--- src/rtl/lcdldr_pkg.sv ---
package lcdldr_pkg;
  localparam int GROUP_BITS     = 64;
  localparam int DISP_PER_GROUP = 52;
  localparam int CTL_BITS       = 8;
  localparam int MAX_GROUPS     = 4;
  localparam int POS_W          = $clog2(GROUP_BITS);
  localparam int GRP_W          = $clog2(MAX_GROUPS);
  localparam int NG_W           = GRP_W + 1;
  localparam int CNT_W          = POS_W + NG_W;

  // strobes from the frame control to the datapath
  typedef struct packed {
    logic             wrBit;
    logic             bitVal;
    logic [GRP_W-1:0] grp;
    logic [POS_W-1:0] pos;
    logic             commit;
    logic [NG_W-1:0]  nGroups;
  } strobe_t;
endpackage

--- src/rtl/lcdldr_ctrl.sv ---
module lcdldr_ctrl
  import lcdldr_pkg::*;
#(
  parameter logic [7:0] ADDR_VAL    = 8'h41,
  parameter int         SYNC_STAGES = 2
) (
  input  logic    clk,
  input  logic    rstN,
  input  logic    enIn,
  input  logic    serClkIn,
  input  logic    serDatIn,
  output strobe_t stb
);
  localparam int FULL = MAX_GROUPS * GROUP_BITS;

  logic [SYNC_STAGES-1:0] enSync, ckSync, dSync;
  logic enS, ckS, dS, enPrev, ckPrev;
  logic ckRise, enRise, enFall;
  logic [7:0] addrSh;
  logic addrOk, overrun, frameOk;
  logic [CNT_W-1:0] bitCnt;

  always_ff @(posedge clk) begin
    if (!rstN) begin
      enSync <= '0;
      ckSync <= '0;
      dSync  <= '0;
      enPrev <= 1'b0;
      ckPrev <= 1'b0;
    end else begin
      enSync <= {enSync[SYNC_STAGES-2:0], enIn};
      ckSync <= {ckSync[SYNC_STAGES-2:0], serClkIn};
      dSync  <= {dSync[SYNC_STAGES-2:0], serDatIn};
      enPrev <= enS;
      ckPrev <= ckS;
    end
  end

  assign enS    = enSync[SYNC_STAGES-1];
  assign ckS    = ckSync[SYNC_STAGES-1];
  assign dS     = dSync[SYNC_STAGES-1];
  assign ckRise = ckS & ~ckPrev;
  assign enRise = enS & ~enPrev;
  assign enFall = ~enS & enPrev;

  always_ff @(posedge clk) begin
    if (!rstN) begin
      addrSh  <= '0;
      addrOk  <= 1'b0;
      bitCnt  <= '0;
      overrun <= 1'b0;
    end else begin
      if (!enS && ckRise) addrSh <= {dS, addrSh[7:1]};
      if (enRise) begin
        addrOk  <= (addrSh == ADDR_VAL);
        bitCnt  <= '0;
        overrun <= 1'b0;
      end else if (enS && ckRise && addrOk) begin
        if (bitCnt == CNT_W'(FULL)) overrun <= 1'b1;
        else                        bitCnt  <= bitCnt + 1'b1;
      end
    end
  end

  assign frameOk = addrOk && !overrun && (bitCnt != '0) &&
                   (bitCnt[POS_W-1:0] == '0);

  always_comb begin
    stb.wrBit   = enS & ckRise & addrOk & (bitCnt != CNT_W'(FULL));
    stb.bitVal  = dS;
    stb.pos     = bitCnt[POS_W-1:0];
    stb.grp     = bitCnt[POS_W +: GRP_W];
    stb.commit  = enFall & frameOk;
    stb.nGroups = bitCnt[CNT_W-1:POS_W];
  end

  p_cnt_bound_r5: assert property (@(posedge clk) disable iff (!rstN)
    bitCnt <= CNT_W'(FULL));
  p_commit_addr_r1: assert property (@(posedge clk) disable iff (!rstN)
    stb.commit |-> addrOk);
  p_addr_hold_r1: assert property (@(posedge clk) disable iff (!rstN)
    !enRise |=> $stable(addrOk));
  p_commit_edge_r6: assert property (@(posedge clk) disable iff (!rstN)
    stb.commit |-> !enS);
endmodule

--- src/rtl/lcdldr_dpath.sv ---
module lcdldr_dpath
  import lcdldr_pkg::*;
#(
  parameter int DISP_BITS = 204
) (
  input  logic                 clk,
  input  logic                 rstN,
  input  strobe_t              stb,
  output logic [DISP_BITS-1:0] dispImage,
  output logic [CTL_BITS-1:0]  ctlWord,
  output logic                 updStrobe,
  output logic                 loadDone
);
  for (genvar i = 0; i < DISP_BITS; i++) begin : g_disp
    localparam int G = i / DISP_PER_GROUP;
    localparam int P = i % DISP_PER_GROUP;
    logic stBit, dpBit;
    always_ff @(posedge clk) begin
      if (!rstN) begin
        stBit <= 1'b0;
        dpBit <= 1'b0;
      end else begin
        if (stb.wrBit && stb.grp == GRP_W'(G) && stb.pos == POS_W'(P))
          stBit <= stb.bitVal;
        if (stb.commit && stb.nGroups > NG_W'(G))
          dpBit <= stBit;
      end
    end
    assign dispImage[i] = dpBit;
  end

  for (genvar j = 0; j < CTL_BITS; j++) begin : g_ctl
    localparam int P = DISP_PER_GROUP + j;
    logic stBit, cwBit;
    always_ff @(posedge clk) begin
      if (!rstN) begin
        stBit <= 1'b0;
        cwBit <= 1'b0;
      end else begin
        if (stb.wrBit && stb.pos == POS_W'(P)) stBit <= stb.bitVal;
        if (stb.commit) cwBit <= stBit;
      end
    end
    assign ctlWord[j] = cwBit;
  end

  always_ff @(posedge clk) begin
    if (!rstN) begin
      updStrobe <= 1'b0;
      loadDone  <= 1'b0;
    end else begin
      updStrobe <= stb.commit;
      if (stb.commit) loadDone <= 1'b1;
    end
  end

  p_strobe_single_r8: assert property (@(posedge clk) disable iff (!rstN)
    updStrobe |=> !updStrobe);
  p_image_quiet_r6: assert property (@(posedge clk) disable iff (!rstN)
    !updStrobe |-> $stable(dispImage));
  p_ctl_quiet_r6: assert property (@(posedge clk) disable iff (!rstN)
    !updStrobe |-> $stable(ctlWord));
  p_load_sticky_r9: assert property (@(posedge clk) disable iff (!rstN)
    loadDone |=> loadDone);
endmodule

--- src/rtl/lcd_serial_loader.sv ---
module lcd_serial_loader
  import lcdldr_pkg::*;
#(
  parameter int         DISP_BITS   = 204,
  parameter logic [7:0] ADDR_VAL    = 8'h41,
  parameter int         SYNC_STAGES = 2
) (
  input  logic                 clk,
  input  logic                 rstN,
  input  logic                 enIn,
  input  logic                 serClkIn,
  input  logic                 serDatIn,
  output logic [DISP_BITS-1:0] dispImage,
  output logic                 curLow,
  output logic [3:0]           portSel,
  output logic                 biasHalf,
  output logic                 segOff,
  output logic                 powerSave,
  output logic                 updStrobe,
  output logic                 loadDone
);
  strobe_t stb;
  logic [CTL_BITS-1:0] ctlWord;

  lcdldr_ctrl #(.ADDR_VAL(ADDR_VAL), .SYNC_STAGES(SYNC_STAGES)) u_ctrl (
    .clk(clk), .rstN(rstN), .enIn(enIn), .serClkIn(serClkIn),
    .serDatIn(serDatIn), .stb(stb)
  );

  lcdldr_dpath #(.DISP_BITS(DISP_BITS)) u_dpath (
    .clk(clk), .rstN(rstN), .stb(stb), .dispImage(dispImage),
    .ctlWord(ctlWord), .updStrobe(updStrobe), .loadDone(loadDone)
  );

  assign curLow    = ctlWord[0];
  assign portSel   = ctlWord[4:1];
  assign biasHalf  = ctlWord[5];
  assign segOff    = ctlWord[6];
  assign powerSave = ctlWord[7];
endmodule

--- config.mk ---
export PLATFORM = sky130hd
export DESIGN_NAME = lcd_serial_loader
export DESIGN_NICKNAME = d
export VERILOG_FILES = /design/src/rtl/lcdldr_pkg.sv /design/src/rtl/lcdldr_ctrl.sv /design/src/rtl/lcdldr_dpath.sv /design/src/rtl/lcd_serial_loader.sv
export SDC_FILE = /design/constraint.sdc
export NUM_CORES = 1
export LEC_CHECK = 0
export CAP_MARGIN = 0
export CORE_MARGIN = 2
export CORE_UTILIZATION = 61
export CTS_CLUSTER_SIZE = 24
export DETAILED_ROUTE_END_ITERATION = 8
export PLACE_DENSITY = 0.92
export SLEW_MARGIN = 30
export SYNTH_ARGS = -nofsm -noshare
export SYNTH_HDL_FRONTEND = slang
export SYNTH_HIERARCHICAL = 1
export SYNTH_SLANG_ARGS = --single-unit
--- constraint.sdc ---
create_clock -name clk -period 7.7 [get_ports clk]
set_clock_uncertainty 0.15 [all_clocks]
set_input_delay 1.54 -clock clk [delete_from_list [all_inputs] [get_ports clk]]
set_output_delay 1.54 -clock clk [all_outputs]
set_load 0.1 [all_outputs]
## After elaboration in Yosys (flattened, before gate mapping)

Cells that the tools add are included.

| word-level totals | value |
|---|---|
| register bits | 453 |
| bits in latches | 0 |
| bits in writable memories | 0 |
| ROM bits | 0 |
| input port bits | 5 |
| output and inout port bits | 214 |
| word-level logic and storage cells | 751 |
| memories kept | 0 |

| cells by class | value |
|---|---|
| $add $sub $neg | 1 |
| $mul | 0 |
| divide/modulo/power cells | 0 |
| order comparisons | 4 |
| equality and inequality tests | 65 |
| shifts and indexed selects | 0 |
| multiplexer cells | 0 |
| bitwise operators | 12 |
| reductions and logical operators | 234 |

Operator list:

| kind | count |
|---|---|
| logical AND 1 bit | 226 |
| equality test 6 bit (second input constant) | 28 |
| equality test 6 x 5 -> 1 bit (second input constant) | 16 |
| equality test 6 x 4 -> 1 bit (second input constant) | 8 |
| equality test 6 x 3 -> 1 bit (second input constant) | 4 |
| equality test 6 x 2 -> 1 bit (second input constant) | 2 |
| adder 9 x 1 -> 9 bit (second input constant) | 1 |
| equality test 9 bit (second input constant) | 1 |
| != test 9 bit (second input constant) | 1 |
| nonzero test 9 bit | 1 |
| equality test 8 x 7 -> 1 bit (second input constant) | 1 |
| AND 1 bit | 7 |
| equality test 6 x 1 -> 1 bit (second input constant) | 1 |
| greater-than comparator 3 x 1 -> 1 bit (second input constant) | 2 |
| greater-than comparator 3 x 2 -> 1 bit (second input constant) | 2 |
| zero test 6 bit | 1 |
| inverter 1 bit | 5 |
| equality test 2 bit (second input constant) | 2 |
| AND reduction 2 bit | 2 |
| equality test 2 x 1 -> 1 bit (second input constant) | 1 |
| zero test 1 bit | 2 |
| zero test 2 bit | 1 |
| OR reduction 2 bit | 1 |

## Depth between registers and ports, before layout

| depth | value |
|---|---|
| depth after elaboration | 7 |
| mapped depth | 10 |
| gate-level depth less buffers | 7 |

## Modules after synthesis

Netlist, hierarchy kept.

Modules (own cells, without submodules):

| module | times used | cells an instance | area each (µm²) | seq. area each (µm²) |
|---|---|---|---|---|
| lcdldr_dpath | 1 | 2114 | 18719.2 | 8528.2 |
| lcdldr_ctrl | 1 | 122 | 1191.1 | 540.5 |

## Least setup slack after synthesis

No wires, ideal clock.

| path | value |
|---|---|
| kind | flip-flop to flip-flop |
| start point | register u_ctrl.bitCnt[0] |
| end point | register u_dpath.g_disp[28].stBit |
| setup time | 0.131 ns |
| data arrival time | 2.364 ns |
| required time | 7.419 ns |
| setup slack | 5.055 ns |
| cell stages (with the launch flop) | 10 |
| path buffers | 2 |
| clock period less this slack | 2.645 ns |
| path through | dfxtp_1 -> inv_1 -> ha_1 -> nor4bb_1 -> a21oi_1 -> or3b_1 -> clkbuf_1 -> buf_2 -> o311ai_1 -> o41ai_1 |

RTL lines:

| element | line | source |
|---|---|---|
| from (decl) | lcdldr_ctrl.sv:21 | `logic [CNT_W-1:0] bitCnt;` |
| from (signal assigned) | lcdldr_ctrl.sv:60 | `else bitCnt <= bitCnt + 1'b1;` |
| to (signal assigned) | lcdldr_dpath.sv:24 | `stBit <= stb.bitVal;` |
| to (decl) | lcdldr_dpath.sv:17 | `logic stBit, dpBit;` |

## Worst setup path in the final report

| path | value |
|---|---|
| start point | register u_dpath.g_disp[31].dpBit |
| end point | output port dispImage[31] |

RTL lines:

| element | line | source |
|---|---|---|
| from (decl) | lcdldr_dpath.sv:17 |  |
| from (signal assigned) | lcdldr_dpath.sv:26 | `dpBit <= stBit;` |
| to (decl) | lcd_serial_loader.sv:13 | `output logic [DISP_BITS-1:0] dispImage,` |

No word-level cell between the ends.

==> key figures <==
Logic synthesis
  – Commonest cells in the synthesized netlist: 485 x nand2_1, 453 x dfxtp_1, 233 x nand3_1, 222 x buf_4, 191 x mux2i_1
  – Netlist area before placement: 19900 um^2
  – Gate Count Post-Synth: 2236
  – Ys Warns: 6
  – Register area share after synthesis: 45.5%
  – Synth area leader: dfxtp_1
  – Synth Flop Type: dfxtp_1
  – Post-synth top area share: 45.5%
  – Synth async-reset ratio: 0%
  – Mapped Nets: 2243
  – Syn_area_per_cell: 8.90 um^2
  – Synth Register Bits: 453
  – Top cells by area, synth: dfxtp_1 46%, mux2i_1 9.6%, nand2_1 9.1%
  – Count leader, synth: nand2_1
  – Synth cell types: 55
  – Post-synth EDFFs: 0

Floorplan
  – Die height: 185 um
  – Core area: 32400 um^2
  – Die area: 34100 um^2
  – Die Width: 185 um
  – IO Pins: 219
  – Starting density of the core: 61.5%
  – # rows: 66

Global routing
  – First-pass GRT wire length: 75.7 mm
  – Initial antenna violation count: 0
  – Largest net degree at the start of global routing: 146
  – Number of global-route vias before repair: 14500
  – Gr usage total: 27.4%
  – Gr ovfl total: 0

Timing
  – Final Cycle Share: 49.4%
  – Slew Limit Fails: 0
  – Final Hold Fails: 0
  – Final min period: 3810 ps
  – Final TNS setup: 0 ps
  – RSZ-0062 raised after global routing: no
  – Maximum clock rate: 263 MHz
  – Final setup vio count: 0
  – Worst slew margin: 31.4%
  – Worst-margin pin slew: 1030 ps

Cells and area
  – Fillers: 2400
  – NumNets Final: 2107
  – Diode count: 0
  – Area growth from synthesis to layout: 10.7%
  – Share of layout cells above drive strength 1: 6.76%

Route
  – DRC: 0
  – Avg WL per Cell: 18.7 um
  – Total Wirelength: 48.0 mm
  – DR iter-0 viols: 1678
  – Via count: 15400
  – TritonRoute pass-1 iters: 6
  – Number of vias per cell: 5.97
  – Post-DRT Antenna Nets: 0

Worst setup path
  – Flop2flop setup slack: 4270 ps
  – Worst path bufs/invs: 1
  – R2R depth: 7
  – RR Endpoint: u_dpath/g_disp[184].stBit$_SDFFE_PN0P_
  – Worst setup EP type: primary output
  – Worst endpoint data arrival time: 2120 ps
  – CP delay by family, top: buffers and inverters
  – Critical-path top delay cell: clkdlybuf4s50_1
  – Crit Path Category: flop to primary output
  – Worst setup SP type: flop
  – Critical path fanouts, max: 2
  – CP Cell Sequence: clkdlybuf4s50_1
  – Reg2reg start: u_ctrl/bitCnt[0]$_SDFFE_PP0P_
  – Crit path required time: 6010 ps
  – CP peak stage delay: 1170 ps

Min path
  – Hold EP: u_ctrl/enSync[1]$_SDFF_PN0_
  – Min-delay worst type: flop to flop
  – HP Start: u_ctrl/enSync[0]$_SDFF_PN0_
  – Worst hold stages: 1

Place
  – RD Place Congestion: 0.830
  – Buffers on Ports: 218
  – DP HPWL: 29.0 mm

CTS
  – Clk buf depth: 3
  – Clk root buf: clkbuf_16
  – Clk sink count: 453
  – Later-pin clock latency in the skew report: 530 ps
  – PostCTS Resize Cnt: 0
  – TritonCTS buffer count: 45
  – CTS tree: yes
  – Post-CTS Setup Bufs: 0
  – Clock transition at path regs: 60 ps
  – Cts hold-fix bufs: 0
  – H-tree Lvls: 2

Pwr
  – Tot Pwr: 4.62 mW
  – Power Dens Cells: 210 nW/um^2
  – Pleak: 8.14 nW
  – VDD IR max: 136 uV

Outcome
  – Outcome: complete, no violations

Run
  – MaxCap Viol Count: 0
## cell type report
class	instances	area (um^2)	share of cell area [%]
Tap cell	442	553	2.51
Inverter	6	22.5	0.102
Clock inverter	13	169	0.766
Sequential cell	453	9070	41.2
Multi-Input combinational cell	1348	8380	38.0
Clock buffer	63	1320	6.01
Timing Repair Buffer	246	2520	11.4
## stage by stage
stage	std cells	cell area, um^2	worst slack (ps)	hold slack, ps	util [%]
4_1_cts	2571	22000	3900	287	68.0
5_1_grt	2571	22000	3860	322	68.1
3_3_place_gp	2478	20300	3760	277	62.6
6_report	2571	22000	3890	287	68.1
3_5_place_dp	2495	20500	3720	275	63.4
2_1_floorplan	2236	19900	5050	262	-
## flip-flops by register name, indices dropped and copies added (netlist names)
| name | flops |
|---|---|
| u_ctrl/addrOk | 1 |
| u_ctrl/addrSh | 8 |
| u_ctrl/bitCnt | 9 |
| u_ctrl/ckPrev | 1 |
| u_ctrl/ckSync | 2 |
| u_ctrl/dSync | 2 |
| u_ctrl/enPrev | 1 |
| u_ctrl/enSync | 2 |
| u_ctrl/overrun | 1 |
| u_dpath/g_ctl.cwBit | 8 |
| u_dpath/g_ctl.stBit | 8 |
| u_dpath/g_disp.dpBit | 204 |
| u_dpath/g_disp.stBit | 204 |
| u_dpath/loadDone | 1 |
| u_dpath/updStrobe | 1 |
## kinds of logic after synthesis
kind of cell	count (synthesis)	synth area share (%)
AOI/OAI and AO/OA	358	13.3
adders and majority gates	2	0.126
buffers and inverters	435	13.1
DFF	453	45.5
muxes	191	9.60
and+or+nand+nor	797	18.4
## layer usage
metal | vias up | GRT usage (%) | wire length [um]
met4 | 0 | 11.0 | 1760
met2 | 701 | 45.1 | 22600
met5 | - | 0 | 0
met1 | 7396 | 36.4 | 20100
li1 | 7121 | - | -
met3 | 136 | 3.73 | 3450
## power breakdown
part / leakage (nW) / internal (mW) / switching [mW]
Sequential: 3.65 / 2.34 / 0.00138
Clock: 0.746 / 1.32 / 0.883
Combinational: 3.74 / 0.0224 / 0.0420
Total: 8.14 / 3.69 / 0.926
## placed cells by master, fill, tap and decap left out, types with 2 or more instances in the layout
master and instances:
nand2b_1 4, clkbuf_16 45, inv_1 5, clkbuf_8 13, buf_4 13, nand2_4 2, o311ai_0 37, nand3b_1 5
nor2b_1 16, clkdlybuf4s50_1 211, nor4bb_4 2, buf_6 9, mux2i_1 191, o31ai_1 5, dfxtp_1 450, o21ai_0 53
and2_4 2, o311ai_1 3, clkbuf_1 5, a21boi_0 186, nor4b_4 4, bufinv_16 4, or4_1 3, nor2b_4 2
nand2_1 483, ha_1 2, dfxtp_2 3, nand3_1 233, a21oi_2 2, and4bb_2 4, a21boi_1 19, o41ai_1 40
nor4_1 3, buf_2 6, nor4b_1 2, buf_16 6, and2_1 10, clkinv_2 8, a21oi_1 4, nand4b_2 2
## how the worst max path moves through the flow
stage | cells after the start | endpoint | slack (ps) | startpoint
floorplan | 9 | u_dpath/g_disp[28].stBit$_SDFFE_PN0P_ | 5050 | u_ctrl/bitCnt[0]$_SDFFE_PP0P_
global placement | 4 | u_ctrl/bitCnt[7]$_SDFFE_PP0P_ | 3760 | rstN
detailed placement | 5 | u_ctrl/bitCnt[7]$_SDFFE_PP0P_ | 3720 | rstN
CTS | 1 | dispImage[31] | 3900 | u_dpath/g_disp[31].dpBit$_SDFFE_PN0P_
global route | 1 | dispImage[31] | 3860 | u_dpath/g_disp[31].dpBit$_SDFFE_PN0P_
finish | 1 | dispImage[31] | 3890 | u_dpath/g_disp[31].dpBit$_SDFFE_PN0P_
Power figures use the tool's default switching activity.
